## config.mk

```make
export PLATFORM = sky130hd
export DESIGN_NAME = code_dither_interp
export DESIGN_NICKNAME = d
export VERILOG_FILES = /design/src/rtl/interp_pkg.sv /design/src/rtl/interp_timer.sv /design/src/rtl/interp_hold.sv /design/src/rtl/interp_mux.sv /design/src/rtl/code_dither_interp.sv
export SDC_FILE = /design/constraint.sdc
export NUM_CORES = 1
export LEC_CHECK = 0
export BUFFER_PORTS_ARGS = -buffer_cell sky130_fd_sc_hd__buf_4
export CORE_ASPECT_RATIO = 0.7
export CORE_MARGIN = 2
export CORE_UTILIZATION = 51
export CTS_BUF_LIST = sky130_fd_sc_hd__clkbuf_4 sky130_fd_sc_hd__clkbuf_8 sky130_fd_sc_hd__clkbuf_16
export CTS_CLUSTER_SIZE = 16
export DETAILED_ROUTE_END_ITERATION = 8
export PLACE_DENSITY_LB_ADDON = 0.12
export SYNTH_ARGS = -nofsm -noshare
export SYNTH_HDL_FRONTEND = slang
export SYNTH_HIERARCHICAL = 1
export SYNTH_SLANG_ARGS = --single-unit
export TNS_END_PERCENT = 5
```

## constraint.sdc

```tcl
create_clock -name clk -period 2.1 [get_ports clk]
set_clock_uncertainty 0.05 [all_clocks]
set_input_delay 0.42 -clock clk [delete_from_list [all_inputs] [get_ports clk]]
set_output_delay 0.42 -clock clk [all_outputs]
set_load 0.05 [all_outputs]
```

## src/rtl/interp_pkg.sv

```systemverilog
package interp_pkg;
  // Width of the sub-LSB fraction field and the number of slots per period
  localparam int unsigned FRAC_W    = 2;
  localparam int unsigned NUM_SLOTS = 1 << FRAC_W;
  typedef logic [FRAC_W-1:0] slot_t;
endpackage

```

## src/rtl/interp_timer.sv

```systemverilog
module interp_timer
  import interp_pkg::*;
#(
  parameter int unsigned SLOT_CLKS = 1250
) (
  input  logic  clk,
  input  logic  rst_n,
  output slot_t slot_idx,
  output logic  period_end
);
  logic  adv;
  slot_t slot_q, slot_d;

  generate
    if (SLOT_CLKS > 1) begin : g_div
      localparam int unsigned DIV_W = $clog2(SLOT_CLKS);
      logic [DIV_W-1:0] div_q, div_d;
      logic             slot_wrap;

      always_comb begin
        slot_wrap = (div_q == DIV_W'(SLOT_CLKS - 1));
        div_d     = slot_wrap ? '0 : div_q + DIV_W'(1);
      end

      always_ff @(posedge clk or negedge rst_n) begin
        if (!rst_n) div_q <= '0;
        else        div_q <= div_d;
      end

      assign adv = slot_wrap;

      AST_DIV_BOUND: assert property (@(posedge clk) disable iff (!rst_n)
        int'(div_q) < int'(SLOT_CLKS));
    end else begin : g_nodiv
      assign adv = 1'b1;
    end
  endgenerate

  always_comb begin
    slot_d = slot_q;
    if (adv) slot_d = slot_q + slot_t'(1);
  end

  always_ff @(posedge clk or negedge rst_n) begin
    if (!rst_n) slot_q <= '0;
    else        slot_q <= slot_d;
  end

  assign slot_idx   = slot_q;
  assign period_end = adv && (slot_q == slot_t'(NUM_SLOTS - 1));

  AST_SLOT_HOLD: assert property (@(posedge clk) disable iff (!rst_n)
    !adv |=> $stable(slot_q));
endmodule

```

## src/rtl/interp_hold.sv

```systemverilog
module interp_hold #(
  parameter int unsigned CODE_W = 18
) (
  input  logic              clk,
  input  logic              rst_n,
  input  logic              load,
  input  logic [CODE_W-1:0] code_in,
  input  logic              period_end,
  output logic [CODE_W-1:0] active_code
);
  logic [CODE_W-1:0] pend_q, pend_d;
  logic [CODE_W-1:0] act_q, act_d;

  always_comb begin
    pend_d = pend_q;
    act_d  = act_q;
    if (load)       pend_d = code_in;
    if (period_end) act_d  = pend_q;
  end

  always_ff @(posedge clk or negedge rst_n) begin
    if (!rst_n) begin
      pend_q <= '0;
      act_q  <= '0;
    end else begin
      pend_q <= pend_d;
      act_q  <= act_d;
    end
  end

  assign active_code = act_q;

  AST_HOLD_MIDPERIOD: assert property (@(posedge clk) disable iff (!rst_n)
    !period_end |=> $stable(act_q));
  AST_SWAP_AT_BOUNDARY: assert property (@(posedge clk) disable iff (!rst_n)
    period_end |=> act_q == $past(pend_q));
  AST_LATEST_LOAD: assert property (@(posedge clk) disable iff (!rst_n)
    load |=> pend_q == $past(code_in));
endmodule

```

## src/rtl/interp_mux.sv

```systemverilog
module interp_mux
  import interp_pkg::*;
#(
  parameter int unsigned CODE_W = 18
) (
  input  logic [CODE_W-1:0]        active_code,
  input  slot_t                    slot_idx,
  output logic [CODE_W-FRAC_W-1:0] dac_code
);
  localparam int unsigned OUT_W = CODE_W - FRAC_W;

  logic [OUT_W-1:0] base, base_up;
  slot_t            frac;
  logic             bump;

  always_comb begin
    base    = active_code[CODE_W-1:FRAC_W];
    frac    = active_code[FRAC_W-1:0];
    base_up = (base == '1) ? base : base + OUT_W'(1);
    bump    = (slot_idx < frac);
    dac_code = bump ? base_up : base;
  end
endmodule

```

## src/rtl/code_dither_interp.sv

```systemverilog
module code_dither_interp
  import interp_pkg::*;
#(
  parameter int unsigned CODE_W    = 18,
  parameter int unsigned SLOT_CLKS = 1250
) (
  input  logic                     clk,
  input  logic                     rst_n,
  input  logic                     load,
  input  logic [CODE_W-1:0]        code_in,
  output logic [CODE_W-FRAC_W-1:0] dac_code
);
  localparam int unsigned OUT_W = CODE_W - FRAC_W;

  slot_t             slot_idx;
  logic              period_end;
  logic [CODE_W-1:0] active_code;
  logic [OUT_W-1:0]  act_base;

  interp_timer #(.SLOT_CLKS(SLOT_CLKS)) u_timer (
    .clk        (clk),
    .rst_n      (rst_n),
    .slot_idx   (slot_idx),
    .period_end (period_end)
  );

  interp_hold #(.CODE_W(CODE_W)) u_hold (
    .clk         (clk),
    .rst_n       (rst_n),
    .load        (load),
    .code_in     (code_in),
    .period_end  (period_end),
    .active_code (active_code)
  );

  interp_mux #(.CODE_W(CODE_W)) u_mux (
    .active_code (active_code),
    .slot_idx    (slot_idx),
    .dac_code    (dac_code)
  );

  assign act_base = active_code[CODE_W-1:FRAC_W];

  AST_OUT_PAIR: assert property (@(posedge clk) disable iff (!rst_n)
    (dac_code == act_base) ||
    ((act_base != '1) && (dac_code == act_base + OUT_W'(1))));
  AST_NO_WRAP: assert property (@(posedge clk) disable iff (!rst_n)
    (act_base == '1) |-> (dac_code == '1));
endmodule

```

==> reports/qor.yml, run 1 <==
outcome:
  status: "finished, violations left"
  violations: "negative setup slack"
finish:
  final_cell_count_no_fill: 343
  syn_to_final_growth_pct: 36.6
  fin_nets: 300
  final_common_cell: "buf_4"
  drive_gt1_frac: 0.584
  nFillCells: 309
  fin_util: 0.735
  layout_common_cells: "buf_4 (56), dfrtp_1 (49), mux2_4 (23)"
  postLayoutCellArea_sq_mm: 0.00357
  antenna_cells: 0
yosys:
  synth_top_area_share: 0.469
  ys_seq_area_frac: 0.469
  async_flop_share: 1.00
  avgSynthCellArea_sq_um: 13.1
  syn_area_sq_mm: 0.00262
  synth-warning-count: 6
  synth-edff-count: 0
  synthFlopType: "dfrtp_1"
  synth-seq-cells: 49
  ys_types: 44
  synth_top_area_cell: "dfrtp_1"
  syn_nets: 226
  syn_inst: 200
  synth_area_leaders: "dfrtp_1 (47%), mux2_4 (13%), mux2_2 (6.9%)"
sta:
  min_period_over_period: 1.22
  setup_viol: 16
  relSlewSlack: 0.598
  tightest_slew_ps: 603
  slew_viol_final: 0
  fmax_mhz: 392
  holdWs_ps: 86.0
  rsz0062_at_grt: "true"
  fin_crit_ps: 2550
  finalHoldViolations: 0
  final.setup.worst_slack_ps: -452
grt:
  use_met3: 0.0465
  busiest_layer: "met2"
  grt.overflow.total: 0
  gr-usage-met1: 0.296
  antenna_found_initial: 0
  grt_use_met2: 0.358
  grt_max_degree: 50
  grt_pass1_wl_mm: 9.49
  grt_usage: 0.218
  grt_pass1_vias: 1942
setup_path:
  crit_type: "register to output pin"
  crit_chain: "ha_2 > nand4_2 > or4_4 > nand2_4 > mux2_4 > buf_6"
  cp_num_buf_inv: 1
  worstPathArrival_ps: 2080
  crit_slowest_cell: "or4_4"
  required_ps: 1630
  cpPeakStageDelay_ps: 600
  worstSetupEndpointType: "output pin"
  critPathMaxFanout: 6
  crit_family: "simple AND/OR/NAND/NOR gates"
  start_kind: "register"
clocking:
  clock_latency_ps: 290
  cts_tree: "built"
  clkTransAtPathRegs_ps: 80
  cts_hold_buf: 0
  cts_sinks: 49
  cts.path.max_buffers: 2
  cts_buffers: 5
  cts_root_buffer: "clkbuf_8"
  cts-htree-levels: 2
route:
  drc_errors: 0
  drtIter0Drc: 114
  drt_pass1_iterations: 5
  drt-total-wl_mm: 5.58
  vias: 1845
  vias_per_cell: 5.38
  wl_per_cell_um: 16.3
  drtAntennaViolNets: 0
floorplanning:
  num_io_pins: 37
  core_area_sq_mm: 0.00486
  initial_utilization: 0.538
  die_x_um: 89.6
  row_count: 21
  die_area_sq_mm: 0.00573
  fp.dieH_um: 63.9
job:
  cap_violations: 0
place:
  portBuffers: 36
  gp_congestion: 0.866
  dpl_cell_area_sq_mm: 0.00336
  placedCellCount: 335
  dp_hpwl_mm: 4.10
power_and_ir_drop:
  power.total_w: 0.00167
  ir_drop_mv: 0.402
  powerDensity_mw_per_mm2: 467
  power_leakage_nw: 1.66
hold_path:
  hp-class: "input port to asynchronous set/reset pin"
## cell usage after synthesis, types with 3 or more instances
cell     count
o21ai_0      3
a21oi_1      9
nand4_1      7
ha_1         5
nand3_1     11
nor2_1       5
xor2_1       4
mux2_4      22
buf_6        4
mux2_2      16
nor3_1       3
dfrtp_1     49
xnor2_1     12
inv_1        7
nand2_1      6
## cell families (layout without fill, tap and decap cells)
| family | count (synthesis) | after routing | share of synthesized area |
|---|---|---|---|
| and+or+nand+nor | 57 | 57 | 0.147 |
| DFF | 49 | 49 | 0.469 |
| muxes | 40 | 40 | 0.203 |
| AOI/OAI and AO/OA | 20 | 20 | 0.0607 |
| xor gates and xnor gates | 16 | 16 | 0.0536 |
| buffers and inverters | 13 | 87 | 0.0426 |
| adders and majority gates | 5 | 5 | 0.0239 |
## report_power, final
part	switching, W	internal [W]
clock network	0.000291	0.000275
logic	0.0000392	0.0000660
registers	0.0000203	0.000977
## path summary, 6_finish.rpt
| check | startpoint | to | slack [ps] | cells after the start |
|---|---|---|---|---|
| worst max-delay path | u_hold/active_code[2] | dac_code[1] | -450 | 6 |
| worst min-delay path | rst_n | u_hold/pend_q[3] | 90 | 1 |
| worst max register to register | u_timer/g_div.div_q[1] | u_hold/active_code[3] | 180 | 7 |
| worst min register to register | u_timer/g_div.div_q[0] | u_timer/g_div.div_q[0] | 460 | 1 |
| max in group asynchronous | rst_n | u_hold/active_code[8] | 1510 | 1 |
| min in group clk | code_in[10] | u_hold/pend_q[10] | 300 | 2 |
## stage by stage
step / TNS (ps) / worst slack (ps)
global placement: -1110 / -154
CTS: -6130 / -488
detailed placement: -1800 / -194
global route: -7250 / -528
finish: -5700 / -452
floorplan: -3330 / -271
## layout make-up
type	instances	area, sq um	area share
Sequential cell	49	1230	0.343
Timing Repair Buffer	73	612	0.171
Multi-Input combinational cell	138	1530	0.429
Clock buffer	7	90.1	0.0252
Tap cell	69	86.3	0.0242
Inverter	7	26.3	0.00735
## state kept, by name, summed over array words and instances, names as in the netlist
register,flops
u_hold/pend_q,18
u_timer/slot_idx,2
u_hold/active_code,18
u_timer/g_div.div_q,11
## what timing repair did
action | in CTS | in global routing
pin swaps | 5 | 5
resized for setup | 25 | 3
setup buffers | 1 | 0
endpoints found under the setup margin | 16 | 16
## layer usage
| layer | wire (um) | vias to the layer above |
|---|---|---|
| li1 | - | 877 |
| met2 | 2790 | 56 |
| met1 | 2460 | 898 |
| met3 | 252 | 14 |
| met5 | 0 | - |
| met4 | 71 | 0 |
Note: power is estimated with default switching activity, not from simulation.
==> run 2: changes to the inputs <==
--- a/config.mk
+++ b/config.mk
@@ -8,7 +8,7 @@
 export BUFFER_PORTS_ARGS = -buffer_cell sky130_fd_sc_hd__buf_4
 export CORE_ASPECT_RATIO = 0.7
 export CORE_MARGIN = 2
-export CORE_UTILIZATION = 51
+export CORE_UTILIZATION = 60
 export CTS_BUF_LIST = sky130_fd_sc_hd__clkbuf_4 sky130_fd_sc_hd__clkbuf_8 sky130_fd_sc_hd__clkbuf_16
 export CTS_CLUSTER_SIZE = 16
 export DETAILED_ROUTE_END_ITERATION = 8
==> constraint.sdc (replaced) <==
create_clock -name clk -period 2.94 [get_ports clk]
set_clock_uncertainty 0.05 [all_clocks]
set_input_delay 0.588 -clock clk [delete_from_list [all_inputs] [get_ports clk]]
set_output_delay 0.588 -clock clk [all_outputs]
set_load 0.05 [all_outputs]
==> run 2 against run 1 <==
The run now ends clean. Non-clock buffer count decreased by 32. Global-route usage increased by 0.51 points. Largest power group unchanged. Utilization decreased by 2.5 points. Sequential cell count unchanged. Combinational power decreased by 28%.
==> reports/qor.yml, run 2 (synthesized netlist as in run 1, its figures left out) <==
route:
  drc_errors: 0
  drt_pass1_iterations: 4
  drtIter0Drc: 113
  drt-total-wl_mm: 4.96
  vias_per_cell: 5.81
  vias: 1726
  wl_per_cell_um: 16.7
  drtAntennaViolNets: 0
floorplanning:
  num_io_pins: 37
  fp.dieH_um: 59.3
  initial_utilization: 0.615
  core_area_sq_mm: 0.00425
  row_count: 20
  die_area_sq_mm: 0.00491
  die_x_um: 82.9
clocking:
  cts_root_buffer: "clkbuf_8"
  cts-htree-levels: 2
  cts.path.max_buffers: 2
  cts_sinks: 49
  clkTransAtPathRegs_ps: 80
  cts_tree: "built"
  cts_buffers: 5
  clock_latency_ps: 300
hold_path:
  hp-class: "input port to asynchronous set/reset pin"
setup_path:
  critPathMaxFanout: 6
  worstSetupEndpointType: "output pin"
  crit_type: "register to output pin"
  cpPeakStageDelay_ps: 570
  worst-r2r-cell-count: 7
  crit_family: "simple AND/OR/NAND/NOR gates"
  rr_startpoint: "u_timer/g_div.div_q[1]"
  start_kind: "register"
  worstPathArrival_ps: 2220
  cp_num_buf_inv: 1
  rrSetupSlack_ps: 660
  crit_slowest_cell: "or4_4"
  crit_chain: "ha_4 > nand4_4 > or4_4 > nand2_4 > mux2_4 > buf_4"
  required_ps: 2300
  r2r-end: "u_hold/active_code[4]"
power_and_ir_drop:
  p_int_w: 0.000941
  powerDensity_mw_per_mm2: 396
  switching_share: 0.213
  ir_drop_mv: 0.299
  power_frac_comb: 0.063
  seqPwrFrac: 0.595
  power_leakage_nw: 1.39
  switchingPower_w: 0.000255
  clock_power_share: 0.342
sta:
  fin_crit_ps: 2860
  finalHoldViolations: 0
  min_period_over_period: 0.973
  final.setup.worst_slack_ps: 80.0
  rsz0062_at_grt: "false"
  tightest_slew_ps: 616
  holdWs_ps: 238
  relSlewSlack: 0.589
  slew_viol_final: 0
  fmax_mhz: 350
  fin_setup_tns_ps: 0
  setup_viol: 0
finish:
  antenna_cells: 0
  syn_to_final_growth_pct: 15.5
  nFillCells: 319
  postLayoutCellArea_sq_mm: 0.00302
  fin_nets: 268
  final_common_cell: "dfrtp_1"
  fin_util: 0.710
  layout_common_cells: "dfrtp_1 (49), buf_4 (41), mux2_4 (22)"
  drive_gt1_frac: 0.417
place:
  gp_congestion: 0.839
  portBuffers: 36
  dpl_cell_area_sq_mm: 0.00288
  dp_hpwl_mm: 3.56
  dp_slack_ps: 284
grt:
  grt_usage: 0.223
  grt.overflow.total: 0
  grt_max_degree: 50
  grt_pass1_vias: 1740
  antenna_found_initial: 0
  grt_pass1_wl_mm: 8.49
outcome:
  status: "finished, final reports clean"
job:
  cap_violations: 0
-- run 2: changes by cell type in the layout (fill, tap and decap cells not counted), moves of 3 or more --
cell / delta
buf_6: -17
a21oi_2: -3
xnor2_2: -4
xnor2_1: +8
xnor2_4: -4
nand3_1: +4
nand3_2: -3
buf_4: -15
a21oi_1: +3
-- run 2: metrics by stage --
step,std cells,total power [W]
floorplan,200,0.000764
global placement,286,0.000797
detailed placement,286,0.000802
CTS,295,0.00121
global route,297,0.00125
finish,297,0.00120
-- run 2: layout make-up --
type,count,area (sq um),share of cell area
tap,55,68.8,0.0228
inverter,7,26.3,0.00870
sequential,49,1230,0.406
clock buffer,7,90.1,0.0298
timing repair buffer,41,308,0.102
multi-input combinational,138,1300,0.431
-- run 2: power by group through the flow --
| stage | logic (W) | clock network, W | registers (W) |
|---|---|---|---|
| 5_1_grt | 0.0000833 | 0.000451 | 0.000716 |
| 3_3_place_gp | 0.0000729 | 0 | 0.000724 |
| 3_5_place_dp | 0.0000766 | 0 | 0.000726 |
| 6_report | 0.0000755 | 0.000409 | 0.000712 |
| 2_1_floorplan | 0.0000436 | 0 | 0.000720 |
| 4_1_cts | 0.0000772 | 0.000421 | 0.000712 |
-- run 2: what timing repair did --
action	4_1_cts	5_1_grt
pin swaps	2	1
endpoints found under the setup margin	2	9
buffers inserted	2	2
gates resized for setup	1	3
hold buffers	0	0
-- run 2: worst register-to-register path, cell delays in order (launching register included) --
cell,delay [ps]
dfrtp_1,410
inv_1,60
ha_1,150
nand4b_2,130
nor4_4,220
buf_4,220
and2_2,530
mux2_2,410
-- run 2: layer usage --
| metal | wire length [um] | vias up | share of wire | track usage |
|---|---|---|---|---|
| met5 | 0 | - | 0 | 0 |
| met4 | 127 | 0 | 0.026 | 0.108 |
| li1 | - | 818 | - | - |
| met3 | 197 | 15 | 0.040 | 0.0557 |
| met1 | 2270 | 848 | 0.46 | 0.289 |
| met2 | 2360 | 45 | 0.48 | 0.362 |
-- run 2: worst max path at each step --
stage | from | to | slack [ps] | cells past startpoint
floorplan | u_timer/slot_idx[1] | dac_code[11] | 100 | 4
global placement | u_hold/active_code[2] | dac_code[1] | 360 | 6
detailed placement | u_hold/active_code[2] | dac_code[1] | 280 | 6
CTS | u_hold/active_code[3] | dac_code[1] | 20 | 6
global route | u_hold/active_code[3] | dac_code[1] | 20 | 6
finish | u_hold/active_code[3] | dac_code[1] | 80 | 6
==> run 3: changes to the inputs <==
--- a/config.mk
+++ b/config.mk
@@ -5,6 +5,7 @@
 export SDC_FILE = /design/constraint.sdc
 export NUM_CORES = 1
 export LEC_CHECK = 0
+export ABC_AREA = 1
 export BUFFER_PORTS_ARGS = -buffer_cell sky130_fd_sc_hd__buf_4
 export CORE_ASPECT_RATIO = 0.7
 export CORE_MARGIN = 2
==> run 3 against run 2 <==
Utilization up 1.6 points. Combinational power down 15%. Design area up 7.0%. Synthesized area up 9.5%. Global-route usage up 3.0 points. Non-clock buffer count down 4. Routed wire length up 23%. Highest routed layer unchanged. Count of clock-buffer cells in the layout down 2.
==> reports/qor.yml, run 3 <==
yosys:
  synth_area_leaders: "dfrtp_1 (43%), nand2_1 (24%), inv_1 (4.2%)"
  synth-edff-count: 0
  syn_inst: 382
  ys_seq_area_frac: 0.428
  synth-warning-count: 6
  synthFlopType: "dfrtp_1"
  synth_top_area_cell: "dfrtp_1"
  ys_types: 27
  avgSynthCellArea_sq_um: 7.50
  syn_area_sq_mm: 0.00286
  synth-seq-cells: 49
  synth.most_common_cell: "nand2_1"
  synth_top_area_share: 0.428
  yosys-top-cells-count: "nand2_1 (181), dfrtp_1 (49), inv_1 (32), nor2_1 (23), nand3_1 (16)"
  async_flop_share: 1.00
  syn_nets: 408
clocking:
  cts-htree-levels: 2
  post-cts-setup-buffers: 0
  cts.path.max_buffers: 2
  cts_root_buffer: "clkbuf_8"
  cts_sinks: 49
  cts_hold_buf: 0
  cts_resized: 0
  clkTransAtPathRegs_ps: 100
  cts_buffers: 5
  cts_tree: "built"
  clock_latency_ps: 310
grt:
  use_met3: 0.0608
  grt_usage: 0.253
  busiest_layer: "met1"
  grt_pass1_wl_mm: 10.3
  grt.overflow.total: 0
  gr-usage-met1: 0.381
  antenna_found_initial: 0
  grt_max_degree: 50
  grt_pass1_vias: 2171
  grt_use_met2: 0.366
finish:
  antenna_cells: 0
  nFillCells: 346
  layout_common_cells: "nand2_1 (181), dfrtp_1 (49), buf_4 (37)"
  drive_gt1_frac: 0.202
  syn_to_final_growth_pct: 12.9
  final_common_cell: "nand2_1"
  fin_nets: 446
sta:
  fin_crit_ps: 2610
  fin_setup_tns_ps: 0
  tightest_slew_ps: 801
  fmax_mhz: 383
  relSlewSlack: 0.464
  setup_viol: 0
  holdWs_ps: 233
  slew_viol_final: 0
  min_period_over_period: 0.888
  finalHoldViolations: 0
  rsz0062_at_grt: "false"
place:
  dp_hpwl_mm: 4.57
  portBuffers: 36
  gp_congestion: 0.907
route:
  vias_per_cell: 5.18
  drc_errors: 0
  drt-total-wl_mm: 6.11
  drt_pass1_iterations: 4
  vias: 2465
  drtAntennaViolNets: 0
  drtIter0Drc: 135
  wl_per_cell_um: 12.8
setup_path:
  crit_slowest_cell: "dfrtp_1"
  cpPeakStageDelay_ps: 410
  rr_startpoint: "u_timer/g_div.div_q[1]"
  critPathMaxFanout: 6
  worstSetupEndpointType: "output pin"
  crit_family: "compound AO/OA/AOI/OAI gates"
  worstPathArrival_ps: 1970
  crit_chain: "ha_1 > a21oi_1 > nand2_1 > o21ai_1 > nand3_1 > buf_4"
  start_kind: "register"
  cp_num_buf_inv: 1
  required_ps: 2300
  setup.worst_path.start: "u_timer/slot_idx[1]"
  crit_type: "register to output pin"
  rrSetupSlack_ps: 580
floorplanning:
  row_count: 20
  num_io_pins: 37
  fp.dieH_um: 61.8
  core_area_sq_mm: 0.00445
  initial_utilization: 0.643
  die_x_um: 86.6
  die_area_sq_mm: 0.00535
power_and_ir_drop:
  power_leakage_nw: 1.82
  ir_drop_mv: 0.310
  powerDensity_mw_per_mm2: 368
outcome:
  status: "finished, final reports clean"
job:
  cap_violations: 0
hold_path:
  hp-class: "input port to asynchronous set/reset pin"
==> run 3: worst paths after layout <==
| kind | cells after the start | endpoint |
|---|---|---|
| min | 1 | u_hold/pend_q[7] |
| max | 6 | dac_code[14] |
| min reg2reg | 2 | u_hold/active_code[17] |
| max reg2reg | 9 | u_hold/active_code[2] |
| max in group asynchronous | 1 | u_hold/active_code[6] |
| min in group clk | 3 | u_hold/pend_q[14] |
==> run 3: metal layers <==
| layer | vias to the layer above | share of wire |
|---|---|---|
| met5 | - | 0 |
| li1 | 1243 | - |
| met3 | 4 | 0.063 |
| met4 | 0 | 0.0065 |
| met2 | 89 | 0.43 |
| met1 | 1129 | 0.50 |
==> run 3: cells by family (layout without fill, tap and decap cells) <==
logic type | after synthesis | in the layout | share of synthesized area
AO/OA/AOI/OAI | 8 | 8 | 0.0140
AND/OR/NAND/NOR | 267 | 267 | 0.431
adder cells (fa/ha/maj) | 5 | 5 | 0.0218
flip-flops | 49 | 49 | 0.428
buffers and inverters | 46 | 85 | 0.0834
XOR/XNOR | 7 | 7 | 0.0214
==> run 3: area by class of cell <==
cell class	instances	area, sq um	share of cell area
Multi-Input combinational cell	287	1400	0.432
Sequential cell	49	1230	0.379
Timing Repair Buffer	37	278	0.0859
Inverter	40	165	0.0511
Clock buffer	5	68.8	0.0213
Tap cell	55	68.8	0.0213
Clock inverter	3	28.8	0.00890
==> run 3: power by group <==
group          internal, W   total, W  switching (W)
clock network     0.000178   0.000419       0.000241
registers         0.000695   0.000708      0.0000129
logic            0.0000277  0.0000638      0.0000361
total             0.000901    0.00119       0.000290
==> run 3: per-stage QoR <==
| stage | setup slack, ps | util | instances | power (W) | cell area [sq um] |
|---|---|---|---|---|---|
| after detailed placement | 656 | 0.704 | 468 | 0.000786 | 3140 |
| after CTS | 330 | 0.726 | 476 | 0.00120 | 3230 |
| after global placement | 699 | 0.704 | 468 | 0.000783 | 3140 |
| final | 331 | 0.726 | 476 | 0.00119 | 3230 |
| after global routing | 204 | 0.726 | 476 | 0.00124 | 3230 |
| after floorplan | 497 | - | 382 | 0.000748 | 2860 |
==> run 3: worst register-to-register path, stage by stage, from the launching register on <==
cell and delay [ps]:
dfrtp_1 420, inv_1 70, ha_1 150, nand2_1 70
nor2_2 230, nand3_4 130, nor2_1 630, buf_4 330
nand2_1 130, nand2_1 90
